File: src/rtl/ext_irq_pkg.sv
package ext_irq_pkg;

    localparam int DATA_W    = 32;
    localparam int ADDR_W    = 2;
    localparam int ROUTE_BIT = 0;
    localparam int SENSE_TOP = 15;

    typedef enum logic [ADDR_W-1:0] {
        REG_PEND  = 2'd0,
        REG_MASK  = 2'd1,
        REG_FORCE = 2'd2,
        REG_SENSE = 2'd3
    } reg_sel_e;

    typedef enum logic {
        PS_QUIET   = 1'b0,
        PS_LATCHED = 1'b1
    } pin_state_e;

    // MSB-first placement of pin n in pending/mask/force
    function automatic int pin_bit(int n);
        return DATA_W - 1 - n;
    endfunction

    // reversed placement of pin n in the sense register
    function automatic int sense_bit(int n);
        return SENSE_TOP - n;
    endfunction

endpackage

File: src/rtl/ext_irq_sync.sv
module ext_irq_sync #(
    parameter int WIDTH  = 8,
    parameter int STAGES = 2
) (
    input  logic             clk,
    input  logic             rst_n,
    input  logic [WIDTH-1:0] d_i,
    output logic [WIDTH-1:0] q_o
);

    logic [WIDTH-1:0] chain_q [STAGES];

    // pins idle high, so the chain resets to the idle level
    always_ff @(posedge clk or negedge rst_n) begin
        if (!rst_n) begin
            for (int s = 0; s < STAGES; s++) chain_q[s] <= '1;
        end else begin
            chain_q[0] <= d_i;
            for (int s = 1; s < STAGES; s++) chain_q[s] <= chain_q[s-1];
        end
    end

    assign q_o = chain_q[STAGES-1];

endmodule

File: src/rtl/ext_irq_pin_cell.sv
module ext_irq_pin_cell
    import ext_irq_pkg::*;
(
    input  logic clk,
    input  logic rst_n,
    input  logic pin_sync_i,
    input  logic edge_mode_i,
    input  logic force_i,
    input  logic ack_i,
    output logic pending_o
);

    logic       prev_q;
    logic       fall;
    logic       set_evt;
    pin_state_e st_q, st_d;

    always_ff @(posedge clk or negedge rst_n) begin
        if (!rst_n) prev_q <= 1'b1;
        else        prev_q <= pin_sync_i;
    end

    assign fall    = prev_q & ~pin_sync_i;
    assign set_evt = fall | force_i;

    // state register
    always_ff @(posedge clk or negedge rst_n) begin
        if (!rst_n) st_q <= PS_QUIET;
        else        st_q <= st_d;
    end

    // next state
    always_comb begin
        st_d = st_q;
        unique case (st_q)
            PS_QUIET: begin
                if (edge_mode_i && set_evt) st_d = PS_LATCHED;       // latch
            end
            PS_LATCHED: begin
                if (!edge_mode_i)             st_d = PS_QUIET;      // sense-drop
                else if (ack_i && !set_evt)   st_d = PS_QUIET;      // acknowledge
            end
            default: st_d = PS_QUIET;
        endcase
    end

    // outputs
    always_comb begin
        if (edge_mode_i) pending_o = (st_q == PS_LATCHED);
        else             pending_o = ~pin_sync_i | force_i;
    end

    AST_EDGE_HELD: assert property (@(posedge clk) disable iff (!rst_n)
        (edge_mode_i && st_q == PS_LATCHED && !ack_i) |=> st_q == PS_LATCHED);
    AST_EDGE_BEATS_ACK: assert property (@(posedge clk) disable iff (!rst_n)
        (edge_mode_i && fall && ack_i) |=> st_q == PS_LATCHED);
    AST_ACK_EMPTIES: assert property (@(posedge clk) disable iff (!rst_n)
        (edge_mode_i && ack_i && !fall && !force_i) |=> st_q == PS_QUIET);
    AST_FORCE_LATCHES: assert property (@(posedge clk) disable iff (!rst_n)
        (edge_mode_i && force_i) |=> st_q == PS_LATCHED);

endmodule

File: src/rtl/ext_irq_regs.sv
module ext_irq_regs
    import ext_irq_pkg::*;
#(
    parameter int NUM_PINS = 8
) (
    input  logic                clk,
    input  logic                rst_n,
    input  logic                wr_en_i,
    input  logic [ADDR_W-1:0]   addr_i,
    input  logic [DATA_W-1:0]   wdata_i,
    input  logic [NUM_PINS-1:0] pending_i,
    output logic [NUM_PINS-1:0] mask_o,
    output logic [NUM_PINS-1:0] force_o,
    output logic [NUM_PINS-1:0] edge_o,
    output logic                route_o,
    output logic [NUM_PINS-1:0] ack_o,
    output logic [DATA_W-1:0]   rdata_o
);

    reg_sel_e            sel;
    logic [NUM_PINS-1:0] wr_pin;
    logic [NUM_PINS-1:0] wr_sense;
    logic [NUM_PINS-1:0] mask_q, force_q, edge_q;
    logic                route_q;

    assign sel = reg_sel_e'(addr_i);

    for (genvar g = 0; g < NUM_PINS; g++) begin : g_unpack
        assign wr_pin[g]   = wdata_i[pin_bit(g)];
        assign wr_sense[g] = wdata_i[sense_bit(g)];
    end

    always_ff @(posedge clk or negedge rst_n) begin
        if (!rst_n) begin
            mask_q  <= '0;
            force_q <= '0;
            edge_q  <= '0;
            route_q <= 1'b0;
        end else if (wr_en_i) begin
            unique case (sel)
                REG_MASK: begin
                    mask_q  <= wr_pin;
                    route_q <= wdata_i[ROUTE_BIT];
                end
                REG_FORCE: force_q <= wr_pin;
                REG_SENSE: edge_q  <= wr_sense;
                default: ;
            endcase
        end
    end

    assign ack_o   = (wr_en_i && sel == REG_PEND) ? wr_pin : '0;
    assign mask_o  = mask_q;
    assign force_o = force_q;
    assign edge_o  = edge_q;
    assign route_o = route_q;

    always_comb begin
        rdata_o = '0;
        unique case (sel)
            REG_PEND:  for (int n = 0; n < NUM_PINS; n++) rdata_o[pin_bit(n)] = pending_i[n];
            REG_MASK: begin
                for (int n = 0; n < NUM_PINS; n++) rdata_o[pin_bit(n)] = mask_q[n];
                rdata_o[ROUTE_BIT] = route_q;
            end
            REG_FORCE: for (int n = 0; n < NUM_PINS; n++) rdata_o[pin_bit(n)] = force_q[n];
            REG_SENSE: for (int n = 0; n < NUM_PINS; n++) rdata_o[sense_bit(n)] = edge_q[n];
            default: ;
        endcase
    end

    AST_SENSE_STABLE: assert property (@(posedge clk) disable iff (!rst_n)
        !(wr_en_i && sel == REG_SENSE) |=> $stable(edge_q));

endmodule

File: src/rtl/ext_irq_sense_unit.sv
module ext_irq_sense_unit
    import ext_irq_pkg::*;
#(
    parameter int NUM_PINS    = 8,
    parameter int SYNC_STAGES = 2
) (
    input  logic                clk,
    input  logic                rst_n,
    input  logic [NUM_PINS-1:0] ext_pin_n,
    input  logic                reg_wr_en,
    input  logic [ADDR_W-1:0]   reg_addr,
    input  logic [DATA_W-1:0]   reg_wdata,
    output logic [DATA_W-1:0]   reg_rdata,
    output logic                irq_req,
    output logic                mchk_req
);

    logic [NUM_PINS-1:0] pin_sync;
    logic [NUM_PINS-1:0] pending;
    logic [NUM_PINS-1:0] mask_vec, force_vec, edge_vec, ack_vec;
    logic [NUM_PINS-1:0] route_vec;
    logic                route;

    ext_irq_sync #(.WIDTH(NUM_PINS), .STAGES(SYNC_STAGES)) u_sync (
        .clk   (clk),
        .rst_n (rst_n),
        .d_i   (ext_pin_n),
        .q_o   (pin_sync)
    );

    ext_irq_regs #(.NUM_PINS(NUM_PINS)) u_regs (
        .clk       (clk),
        .rst_n     (rst_n),
        .wr_en_i   (reg_wr_en),
        .addr_i    (reg_addr),
        .wdata_i   (reg_wdata),
        .pending_i (pending),
        .mask_o    (mask_vec),
        .force_o   (force_vec),
        .edge_o    (edge_vec),
        .route_o   (route),
        .ack_o     (ack_vec),
        .rdata_o   (reg_rdata)
    );

    for (genvar g = 0; g < NUM_PINS; g++) begin : g_pin
        ext_irq_pin_cell u_cell (
            .clk         (clk),
            .rst_n       (rst_n),
            .pin_sync_i  (pin_sync[g]),
            .edge_mode_i (edge_vec[g]),
            .force_i     (force_vec[g]),
            .ack_i       (ack_vec[g]),
            .pending_o   (pending[g])
        );
    end

    assign route_vec = NUM_PINS'(route);
    assign irq_req   = |(pending & mask_vec & ~route_vec);
    assign mchk_req  = route & pending[0] & mask_vec[0];

    AST_MASKED_SILENT: assert property (@(posedge clk) disable iff (!rst_n)
        (mask_vec == '0) |-> (!irq_req && !mchk_req));
    AST_ROUTED_PIN_EXCLUDED: assert property (@(posedge clk) disable iff (!rst_n)
        (route && ((pending & mask_vec) >> 1) == '0) |-> !irq_req);
    AST_MCHK_NEEDS_ROUTE: assert property (@(posedge clk) disable iff (!rst_n)
        !route |-> !mchk_req);

endmodule

File: config.mk
export PLATFORM = sky130hd
export DESIGN_NAME = ext_irq_sense_unit
export DESIGN_NICKNAME = d
export VERILOG_FILES = /design/src/rtl/ext_irq_pkg.sv /design/src/rtl/ext_irq_sync.sv /design/src/rtl/ext_irq_pin_cell.sv /design/src/rtl/ext_irq_regs.sv /design/src/rtl/ext_irq_sense_unit.sv
export SDC_FILE = /design/constraint.sdc
export NUM_CORES = 1
export LEC_CHECK = 0
export CAP_MARGIN = 20
export CORE_MARGIN = 5
export CORE_UTILIZATION = 45
export DETAILED_ROUTE_END_ITERATION = 12
export GPL_TIMING_DRIVEN = 0
export PLACE_DENSITY = 0.78
export SLEW_MARGIN = 40
export SYNTH_ARGS = -nofsm -noshare
export SYNTH_HDL_FRONTEND = slang
export SYNTH_SLANG_ARGS = --single-unit
File: constraint.sdc
create_clock -name clk -period 2.15 [get_ports clk]
set_clock_uncertainty 0.2 [all_clocks]
set_input_delay 0.43 -clock clk [delete_from_list [all_inputs] [get_ports clk]]
set_output_delay 0.43 -clock clk [all_outputs]
set_load 0.05 [all_outputs]
### Word-level counts from Yosys, hierarchy flattened

Cells that the tools add are included.
Widths: inputs -> output; s select.

| storage, ports and cells | value |
|---|---|
| register bits after elaboration | 57 |
| latch bits | 0 |
| memory bits (writable) | 0 |
| ROM bits | 0 |
| input bits | 45 |
| output and inout bits | 34 |
| word-level logic and storage cells | 144 |
| memories kept | 0 |

| operators by class | value |
|---|---|
| add/sub/neg operators | 0 |
| multiply operators | 0 |
| divide/modulo/power cells | 0 |
| order comparisons | 0 |
| eq/ne operators | 3 |
| shifts and indexed selects | 0 |
| multiplexer cells | 44 |
| bitwise gates (word level) | 45 |
| reductions and logical operators | 30 |

Operators by type and width:

| cell | number |
|---|---|
| $mux 1 | 33 |
| $pmux 8 s3 | 1 |
| $logic_and 1x1->1 | 17 |
| $and 8x8->8 | 2 |
| $mux 8 | 2 |
| $not 1->1 | 16 |
| $or 1x1->1 | 16 |
| $pmux 1 s2 | 8 |
| $and 1x1->1 | 10 |
| $logic_not 1->1 | 8 |
| $not 1->8 | 1 |
| $reduce_or 8->1 | 1 |
| $reduce_and 2->1 | 3 |
| $eq 2x2->1 const B | 2 |
| $eq 2x1->1 const B | 1 |
| $logic_not 2->1 | 1 |

### Depth between registers and ports, before layout

Gate-level depths: netlist of the first run.

| depth | value |
|---|---|
| word-level depth | 8 |
| gate-level depth with buffers | 5 |
| depth with buffers taken out | 4 |

### By module

Synthesis of the first run repeated with hierarchy kept, for this count alone.

| second synthesis, totals | value |
|---|---|
| cells, all modules | 203 |
| area total of the unflattened synthesis | 2640.0 µm² |

Modules (own cells, without submodules):

| module | times used | cells an instance | area each (µm²) |
|---|---|---|---|
| ext_irq_regs | 1 | 109 | 1397.6 |
| ext_irq_pin_cell | 8 | 8 | 88.8 |
| ext_irq_sync | 1 | 24 | 480.5 |
| ext_irq_sense_unit | 1 | 6 | 51.3 |

### Worst setup path before layout of the first run

No wires, ideal clock.

| timing path | value |
|---|---|
| path kind | input port to output port |
| from | input port reg_addr[0] |
| to | output port reg_rdata[30] |
| arrival | 2092 ps |
| data required time | 1520 ps |
| path slack | -572 ps |
| stages | 5 |
| buffers on the path | 2 |
| path through | buf_2 > buf_2 > nor3_1 > a21oi_1 > o21ai_0 |

| on the way | value |
|---|---|
| cells in the longest elaborated chain, start to end | 2 |
| elaborated cells on any way between the ends | 4 |
| those cells by class | eq/ne: 2; mux: 1; reduce/logical: 1 |

Ends and longest elaborated chain:

| item | line | text |
|---|---|---|
| start, declared | ext_irq_sense_unit.sv:11 | `input logic [ADDR_W-1:0] reg_addr,` |
| $eq 2x2->1, or another cell as far along | ext_irq_regs.sv:60 | `unique case (sel)` |
| $pmux 8 s3 (*) | ext_irq_regs.sv:60 |  |
| end, declared | ext_irq_sense_unit.sv:13 | `output logic [DATA_W-1:0] reg_rdata,` |

Every way passes the cells marked *; elsewhere a longest branch is shown, timed or not.

### Final worst setup path of the first run

| timing path | value |
|---|---|
| from | register u_sync.chain_q (netlist bit u_sync.q_o[6]) |
| to | output port irq_req |

| on the way | value |
|---|---|
| cells in the longest elaborated chain, start to end | 6 |

Ends and longest elaborated chain:

| item | line | text |
|---|---|---|
| start, declared | ext_irq_sync.sv:11 | `logic [WIDTH-1:0] chain_q [STAGES];` |
| $not 1->1 | ext_irq_pin_cell.sv:50 | `else pending_o = ~pin_sync_i \| force_i;` |
| $or 1x1->1 | ext_irq_pin_cell.sv:50 |  |
| $mux 1 | ext_irq_pin_cell.sv:49 | `if (edge_mode_i) pending_o = (st_q == PS_LATCHED);` |
| $and 8x8->8 (2 in series) | ext_irq_sense_unit.sv:59 | `assign irq_req = \|(pending & mask_vec & ~route_vec);` |
| $reduce_or 8->1 | ext_irq_sense_unit.sv:59 |  |
| end, declared | ext_irq_sense_unit.sv:14 | `output logic irq_req,` |

No other way between the ends.

==> impl_metrics.json, run 1 <==
{
  "cap_violations": 0,
  "cts_tree": "yes",
  "fin_setup_tns_ps": -601.0,
  "fmax_mhz": 406.0,
  "setup_violations": 5,
  "seq_area_frac_synth": 0.5706,
  "dieArea_mm2": 0.007279,
  "synth_warnings": 0,
  "io_buffers": 47,
  "root_buffer": "clkbuf_8",
  "die_h_um": 85.32,
  "grt_overflow": 0,
  "h-tree-depth": 3,
  "firstDrtPassIters": 4,
  "routabilityCongestion": 0.8034,
  "grt_pass1_wl_um": 9784,
  "synth.area.top_cells": "dfrtp_1, dfstp_2, mux2_2, buf_4, nor2b_1",
  "totalWireLength_um": 5881,
  "slew_violations": 0,
  "fin_nets": 337,
  "drtIter0Drc": 68,
  "rows": 27,
  "netlist.area_leader.share": 0.3235,
  "hpwl_um": 3882,
  "power_density_mw_per_mm2": 908.1,
  "finalHoldViolCount": 0,
  "synthDistinctLibCells": 29,
  "wl_per_cell_um": 15.94,
  "via_per_inst": 5.049,
  "slowest_stage": "dfstp_2",
  "vias": 1863,
  "syn_inst": 210,
  "diodes": 0,
  "tightest_slew_ps": 511.6,
  "worstPathArrival_ps": 1830,
  "violations": "setup timing",
  "slew_headroom": 0.6583,
  "cts_buffer_depth": 2,
  "vdd_ir_drop_max_uv": 604.1,
  "path_clk_slew_ps": 60,
  "area_growth_pct": 44.71,
  "ios": 79,
  "clkSinkCount": 57,
  "grt_max_degree": 34,
  "cts-buffers-inserted": 9,
  "endpoint_kind": "output port",
  "setup_slack_ps": -313.2,
  "start_util": 0.4635,
  "drc": 0,
  "leakagePower_nw": 1.616,
  "synth_seq_cells": 57,
  "rsz0062_at_grt": "yes",
  "cp_cell_sequence": "nor3b_4 > nor3b_2 > a2111oi_4 > nand3_2 > buf_8",
  "timing_worst_setup_path_type": "flip-flop to output port",
  "hold_slack_ps": 155.1,
  "ant_nets": 0,
  "antenna_found_initial": 0,
  "final_cell_mix": "dfrtp_1, buf_4, clkdlybuf4s50_1",
  "synth_area_leader_cell": "dfrtp_1",
  "crit_family": "flip-flops",
  "slowest_delay_ps": 540,
  "die_w_um": 85.32,
  "final_common_cell": "dfrtp_1",
  "cp_max_fo": 2,
  "startpoint_type": "flip-flop",
  "avgSynthCellArea_um2": 12.15,
  "worstPathRequired_ps": 1520,
  "drive_gt1_frac": 0.5017,
  "status": "finished with violations",
  "grt_pass1_vias": 1969,
  "synth_area_mm2": 0.002552,
  "grt_usage": 0.1769,
  "clock_latency_ps": 340,
  "min_period_over_period": 1.146,
  "path_buf_inv": 1,
  "period_needed_ps": 2463,
  "core-area_mm2": 0.005507,
  "hold_class": "flip-flop to flip-flop"
}
==> state kept, by name (all words and copies together) (netlist names) <==
signal	flops
g_pin.u_cell.prev_q	8
u_regs.mask_o	8
u_regs.force_o	8
u_sync.q_o	8
u_regs.route_o	1
g_pin.u_cell.st_q	8
u_regs.edge_o	8
u_sync.chain_q	8
==> power by group <==
part / internal (mW) / total (mW) / switching (mW)
Clock: 0.660 / 1.06 / 0.402
Sequential: 1.24 / 1.40 / 0.155
Combinational: 0.409 / 0.896 / 0.487
==> layer usage <==
| metal | vias to the layer above | routed length (µm) | global-route usage |
|---|---|---|---|
| li1 | 882 | - | - |
| met1 | 910 | 2348 | 0.2048 |
| met2 | 64 | 2991 | 0.3051 |
| met3 | 7 | 483 | 0.07476 |
| met4 | 0 | 57 | 0.03885 |
| met5 | - | 0 | 0 |
==> kinds of logic after synthesis <==
logic type             synth area share
buffers and inverters           0.06764
AND/OR/NAND/NOR                  0.1672
flip-flops                       0.5706
other                          0.001469
multiplexers                     0.1142
AO/OA/AOI/OAI                   0.07892
==> final cells by class <==
class / instances / area (µm²)
repair buffers: 57 / 569.3
plain buffers: 22 / 166.4
clock inverters: 2 / 35.03
fillers: 452 / 1813
clock buffers: 14 / 182.7
multi-input cells: 137 / 1161
well taps: 72 / 90.09
inverters: 8 / 30.03
flip-flops and latches: 57 / 1459
==> Yosys cell counts (all sizes together) <==
| master | count |
|---|---|
| a2111oi | 2 |
| a21boi | 1 |
| a21oi | 9 |
| a221oi | 6 |
| a22oi | 2 |
| and3 | 9 |
| and3b | 1 |
| buf | 18 |
| clkbuf | 4 |
| conb | 1 |
| dfrtp | 33 |
| dfstp | 24 |
| inv | 8 |
| mux2 | 25 |
| mux2i | 1 |
| nand2 | 6 |
| nand3 | 2 |
| nand3b | 10 |
| nor2 | 5 |
| nor2b | 15 |
| nor3 | 7 |
| nor3b | 11 |
| o21ai | 8 |
| o31a | 2 |
==> metrics by stage <==
| step | power, mW | instances | instance area [µm²] | util | setup WS [ps] |
|---|---|---|---|---|---|
| 4_1_cts | 3.334 | 368 | 3626 | 0.6585 | -359.9 |
| 3_3_place_gp | 2.145 | 343 | 3207 | 0.5824 | -1325 |
| 5_1_grt | 3.520 | 369 | 3694 | 0.6708 | -422.3 |
| 3_5_place_dp | 2.172 | 344 | 3224 | 0.5855 | -1358 |
| 6_report | 3.354 | 369 | 3694 | 0.6708 | -313.2 |
| 2_1_floorplan | 1.910 | 224 | 2646 | - | 15.05 |
==> final timing paths <==
| check | startpoint | end | slack, ps | depth (start not counted) |
|---|---|---|---|---|
| setup / recovery | u_sync.q_o[6]$_DFF_PN1_ | irq_req | -310 | 5 |
| hold / removal | u_sync.chain_q[9]$_DFF_PN1_ | u_sync.q_o[1]$_DFF_PN1_ | 160 | 0 |
| setup reg to reg | u_sync.q_o[5]$_DFF_PN1_ | g_pin[5].u_cell.st_q$_DFF_PN0_ | 840 | 4 |
| hold reg to reg | u_sync.chain_q[9]$_DFF_PN1_ | u_sync.q_o[1]$_DFF_PN1_ | 160 | 0 |
| max in group asynchronous | rst_n | g_pin[2].u_cell.prev_q$_DFF_PN1_ | 870 | 3 |
| min in group asynchronous | rst_n | u_regs.force_o[7]$_DFFE_PN0P_ | 320 | 2 |
==> repair_timing <==
item                                   CTS  global route
endpoints found under the hold margin   13             0
setup buffers                            7             1
hold buffers                             1             0
pin swaps                                3             4
setup endpoints to repair               19            19
resized for setup                      135            17
No activity file was read; power rests on OpenSTA's default activity.
==> run 2: changes to the inputs <==
--- a/config.mk
+++ b/config.mk
@@ -6,10 +6,11 @@
 export NUM_CORES = 1
 export LEC_CHECK = 0
 export CAP_MARGIN = 20
-export CORE_MARGIN = 5
+export CORE_MARGIN = 3
 export CORE_UTILIZATION = 45
 export DETAILED_ROUTE_END_ITERATION = 12
 export GPL_TIMING_DRIVEN = 0
+export MAX_ROUTING_LAYER = met4
 export PLACE_DENSITY = 0.78
 export SLEW_MARGIN = 40
 export SYNTH_ARGS = -nofsm -noshare
==> impl_metrics.json, run 2 (same netlist as run 1, synthesis figures left out) <==
{
  "hpwl_um": 3715,
  "startpoint_type": "flip-flop",
  "worstPathRequired_ps": 1520,
  "leakagePower_nw": 1.623,
  "io_buffers": 47,
  "setup_violations": 8,
  "root_buffer": "clkbuf_8",
  "clock_latency_ps": 340,
  "die_w_um": 81.32,
  "dieArea_mm2": 0.006612,
  "drtIter0Drc": 54,
  "path_clk_slew_ps": 70,
  "cp_cell_sequence": "nor2b_1 > nor2_2 > a2111oi_4 > nand3_2 > buf_8",
  "timing_worst_setup_path_type": "flip-flop to output port",
  "ios": 79,
  "slowest_stage": "dfrtp_1",
  "multi_input_area_mm2": 0.001200,
  "slew_headroom": 0.6672,
  "violations": "setup timing",
  "finalHoldViolCount": 0,
  "period_needed_ps": 2472,
  "slowest_delay_ps": 430,
  "grt_pass1_wl_um": 9149,
  "path_buf_inv": 1,
  "wl_per_cell_um": 15.87,
  "power_density_mw_per_mm2": 882.5,
  "grt_usage": 0.1987,
  "worstPathArrival_ps": 1840,
  "tightest_slew_ps": 498.6,
  "diodes": 0,
  "start_util": 0.4814,
  "crit_family": "simple AND/OR/NAND/NOR gates",
  "hold_slack_ps": 151.2,
  "rows": 26,
  "antenna_found_initial": 0,
  "rsz0062_at_grt": "yes",
  "grt_max_degree": 38,
  "cp_max_fo": 5,
  "cts_tree": "yes",
  "grt_pass1_vias": 1896,
  "fmax_mhz": 404.5,
  "vdd_ir_drop_max_uv": 590.6,
  "fin_area_mm2": 0.003726,
  "slew_violations": 0,
  "status": "finished with violations",
  "clkSinkCount": 57,
  "die_h_um": 81.32,
  "final_common_cell": "buf_4",
  "cts_buffer_depth": 2,
  "core-area_mm2": 0.005303,
  "vias": 1894,
  "cap_violations": 0,
  "endpoint_kind": "output port",
  "grt_overflow": 0,
  "drc": 0,
  "via_per_inst": 5.105,
  "fin_nets": 341,
  "register_area_mm2": 0.001459,
  "ant_nets": 0,
  "cts-buffers-inserted": 9,
  "totalPowerFinal_mw": 3.288,
  "hold_class": "flip-flop to flip-flop",
  "h-tree-depth": 3,
  "area_growth_pct": 45.98,
  "placed_area_mm2": 0.003222,
  "fillers": 403,
  "drive_gt1_frac": 0.5249,
  "totalWireLength_um": 5889,
  "setup_slack_ps": -322.3,
  "routabilityCongestion": 0.8008,
  "final_cell_mix": "buf_4, dfrtp_1, clkdlybuf4s50_1",
  "min_period_over_period": 1.150,
  "firstDrtPassIters": 4
}
==> run 2: changes by cell type in the layout (fill, tap and decap cells not counted), sizes merged <==
cell / change
buf: +5
clkbuf: -3
clkinvlp: +3
clkdlybuf4s15: -1
==> run 2: where the power goes <==
group	switching [mW]	internal, mW	total (mW)
Sequential	0.163	1.24	1.40
Combinational	0.497	0.437	0.934
Clock	0.418	0.533	0.951
Total	1.08	2.21	3.29
==> run 2: repair_timing <==
action / CTS / global route
buffers inserted: 8 / 4
pin swaps: 5 / 9
hold endpoints to repair: 10 / 0
hold buffers: 1 / 0
gates resized for setup: 138 / 26
endpoints found under the setup margin: 19 / 18
==> run 2: metal layers <==
layer,GRT usage,vias up,wire [µm]
met3,0.07871,11,375
met5,-,-,0
met2,0.3111,67,3017
met1,0.2324,931,2400
met4,0.06926,0,97
li1,-,885,-
==> run 2: layout make-up <==
type                       instances  area share
buffer                            22     0.04500
clock buffer                      11     0.03526
clock inverter                     5     0.01545
inverter                           8    0.008059
multi-input combinational        137      0.3220
sequential                        57      0.3915
tap                               70     0.02351
timing repair buffer              61      0.1592
==> run 2: worst paths after layout <==
path,startpoint,endpoint,slack [ps],cells after the start
worst max-delay path,u_regs.edge_o[5]$_DFFE_PN0P_,irq_req,-320,5
worst min-delay path,u_sync.chain_q[11]$_DFF_PN1_,u_sync.q_o[3]$_DFF_PN1_,150,0
worst max register to register,u_sync.q_o[4]$_DFF_PN1_,g_pin[4].u_cell.st_q$_DFF_PN0_,800,4
worst min register to register,u_sync.chain_q[11]$_DFF_PN1_,u_sync.q_o[3]$_DFF_PN1_,150,0
max in group asynchronous,rst_n,u_sync.chain_q[11]$_DFF_PN1_,890,3
min in group asynchronous,rst_n,u_regs.edge_o[7]$_DFFE_PN0P_,310,2
==> run 2: metrics by stage <==
| step | setup slack [ps] | cells | util | TNS (ps) |
|---|---|---|---|---|
| after floorplan | 15.05 | 224 | - | 0 |
| after CTS | -350.6 | 367 | 0.6782 | -562.5 |
| after global placement | -1330 | 341 | 0.6043 | -74510 |
| final | -322.3 | 371 | 0.7027 | -850.8 |
| after global routing | -368.6 | 371 | 0.7027 | -1476 |
| after detailed placement | -1346 | 342 | 0.6076 | -20120 |
==> run 3: changes to the inputs <==
--- a/config.mk
+++ b/config.mk
@@ -6,7 +6,6 @@
 export NUM_CORES = 1
 export LEC_CHECK = 0
 export CAP_MARGIN = 20
-export CORE_MARGIN = 3
 export CORE_UTILIZATION = 45
 export DETAILED_ROUTE_END_ITERATION = 12
 export GPL_TIMING_DRIVEN = 0
==> impl_metrics.json, run 3 (same netlist as run 1, synthesis figures left out) <==
{
  "switchingPower_mw": 1.066,
  "clockPowerShare": 0.333,
  "die_w_um": 77.32,
  "min_path_cells": 0,
  "p_int_mw": 2.362,
  "wl_per_cell_um": 15.24,
  "diodes": 0,
  "cts_buffer_depth": 2,
  "cts_tree": "yes",
  "endpoint_kind": "output port",
  "drtIter0Drc": 75,
  "setup_slack_ps": -337.7,
  "h-tree-depth": 3,
  "vias": 1891,
  "worstPathRequired_ps": 1520,
  "totalWireLength_um": 5639,
  "vdd_ir_drop_max_uv": 597.0,
  "hold_slack_ps": 155.3,
  "totalPowerFinal_mw": 3.428,
  "root_buffer": "clkbuf_8",
  "r2r_slack_ps": 770,
  "crit_end": "irq_req",
  "grt_overflow": 0,
  "cts-buffers-inserted": 9,
  "grt_usage": 0.2095,
  "hpwl_um": 3732,
  "hold_class": "flip-flop to flip-flop",
  "power_frac_comb": 0.262,
  "ant_nets": 0,
  "drive_gt1_frac": 0.4966,
  "grt_max_degree": 36,
  "setup_violations": 7,
  "status": "finished with violations",
  "start_util": 0.4664,
  "firstDrtPassIters": 5,
  "period_needed_ps": 2488,
  "startpoint_type": "flip-flop",
  "leakagePower_nw": 1.629,
  "grt_pass1_vias": 1887,
  "fillers": 422,
  "seqPwrFrac": 0.406,
  "die_h_um": 77.32,
  "clock_latency_ps": 340,
  "fin_setup_tns_ps": -594.8,
  "critPathLaunch": "u_sync.q_o[6]$_DFF_PN1_",
  "utilization": 0.6779,
  "via_per_inst": 5.111,
  "reg2reg_to": "g_pin[4].u_cell.st_q$_DFF_PN0_",
  "dieArea_mm2": 0.005978,
  "sw_frac_of_total": 0.3109,
  "ios": 79,
  "drc": 0,
  "core-area_mm2": 0.005473,
  "fmax_mhz": 402.0,
  "final_cells": 370,
  "finalHoldViolCount": 0,
  "regToRegStartpoint": "u_sync.q_o[4]$_DFF_PN1_",
  "cp_max_fo": 2,
  "routabilityCongestion": 0.8539,
  "path_clk_slew_ps": 60,
  "final_common_cell": "dfrtp_1",
  "min_period_over_period": 1.157,
  "r2r_cells": 4,
  "violations": "setup timing",
  "timing_worst_setup_path_type": "flip-flop to output port",
  "fin_nets": 338,
  "dp_cells": 344,
  "final_cell_mix": "dfrtp_1, buf_4, clkdlybuf4s50_1",
  "rsz0062_at_grt": "yes",
  "area_growth_pct": 45.34,
  "io_buffers": 47,
  "power_density_mw_per_mm2": 924.1,
  "grt_pass1_wl_um": 8970,
  "clkSinkCount": 57,
  "antenna_found_initial": 0,
  "cap_violations": 0,
  "slew_violations": 0,
  "worstPathArrival_ps": 1860,
  "rows": 27
}
run 3: cell types whose count changed in the layout (fill, tap and decap cells not counted), moves of 2 or more:
cell        change
a21oi_1         +2
clkinvlp_4      -2
buf_4           -5
nor2b_1         +2
clkbuf_8        +2
nor3_1          +2
nor3_2          -2
nor2b_4         -2
clkbuf_1        -2
run 3: layout make-up:
class,instances,area [µm²],area share
well taps,72,90.09,0.02428
flip-flops and latches,57,1459,0.3933
clock inverters,5,77.57,0.02091
clock buffers,11,151.4,0.04081
multi-input cells,137,1142,0.3079
repair buffers,58,574.3,0.1548
inverters,8,30.03,0.008094
plain buffers,22,185.2,0.04992
run 3: worst min-delay path by stage:
stage	from	to	slack [ps]
6_report	u_sync.chain_q[11]$_DFF_PN1_	u_sync.q_o[3]$_DFF_PN1_	160
5_1_grt	u_sync.chain_q[12]$_DFF_PN1_	u_sync.q_o[4]$_DFF_PN1_	160
4_1_cts	u_sync.chain_q[12]$_DFF_PN1_	u_sync.q_o[4]$_DFF_PN1_	160
3_5_place_dp	rst_n	u_regs.edge_o[6]$_DFFE_PN0P_	140
3_3_place_gp	u_sync.chain_q[14]$_DFF_PN1_	u_sync.q_o[6]$_DFF_PN1_	150
2_1_floorplan	rst_n	g_pin[0].u_cell.st_q$_DFF_PN0_	-70
run 3: repair_timing:
item / CTS / global route
hold buffers: 1 / 0
cloned: 0 / 0
setup buffers: 8 / 1
resized for setup: 137 / 13
endpoints found under the setup margin: 19 / 13
pin swaps: 4 / 3
endpoints found under the hold margin: 10 / 0
run 3: critical path, stage by stage (launching register included):
cell	delay (ps)
dfstp_2	540
nor3b_4	200
nor3b_2	90
a2111oi_4	380
nand3_2	140
buf_8	170
run 3: routing by layer:
layer | global-route usage | vias to the layer above | part of all wire
met5 | - | - | 0
met4 | 0.1245 | 0 | 0.023
met3 | 0.03571 | 12 | 0.056
met2 | 0.3186 | 64 | 0.47
met1 | 0.2620 | 932 | 0.45
li1 | - | 883 | -
run 3: through the flow:
step                instance area [µm²]  setup slack [ps]
floorplan                          2646             15.05
global placement                   3207             -1330
detailed placement                 3224             -1339
CTS                                3666            -351.9
global route                       3710            -422.2
finish                             3710            -337.7
run 3: power groups by stage:
| stage | logic [mW] | registers [mW] | clock network (mW) |
|---|---|---|---|
| 2_1_floorplan | 0.572 | 1.34 | 0 |
| 3_3_place_gp | 0.778 | 1.36 | 0 |
| 3_5_place_dp | 0.800 | 1.38 | 0 |
| 4_1_cts | 0.882 | 1.39 | 1.16 |
| 5_1_grt | 0.953 | 1.41 | 1.21 |
| 6_report | 0.897 | 1.39 | 1.14 |
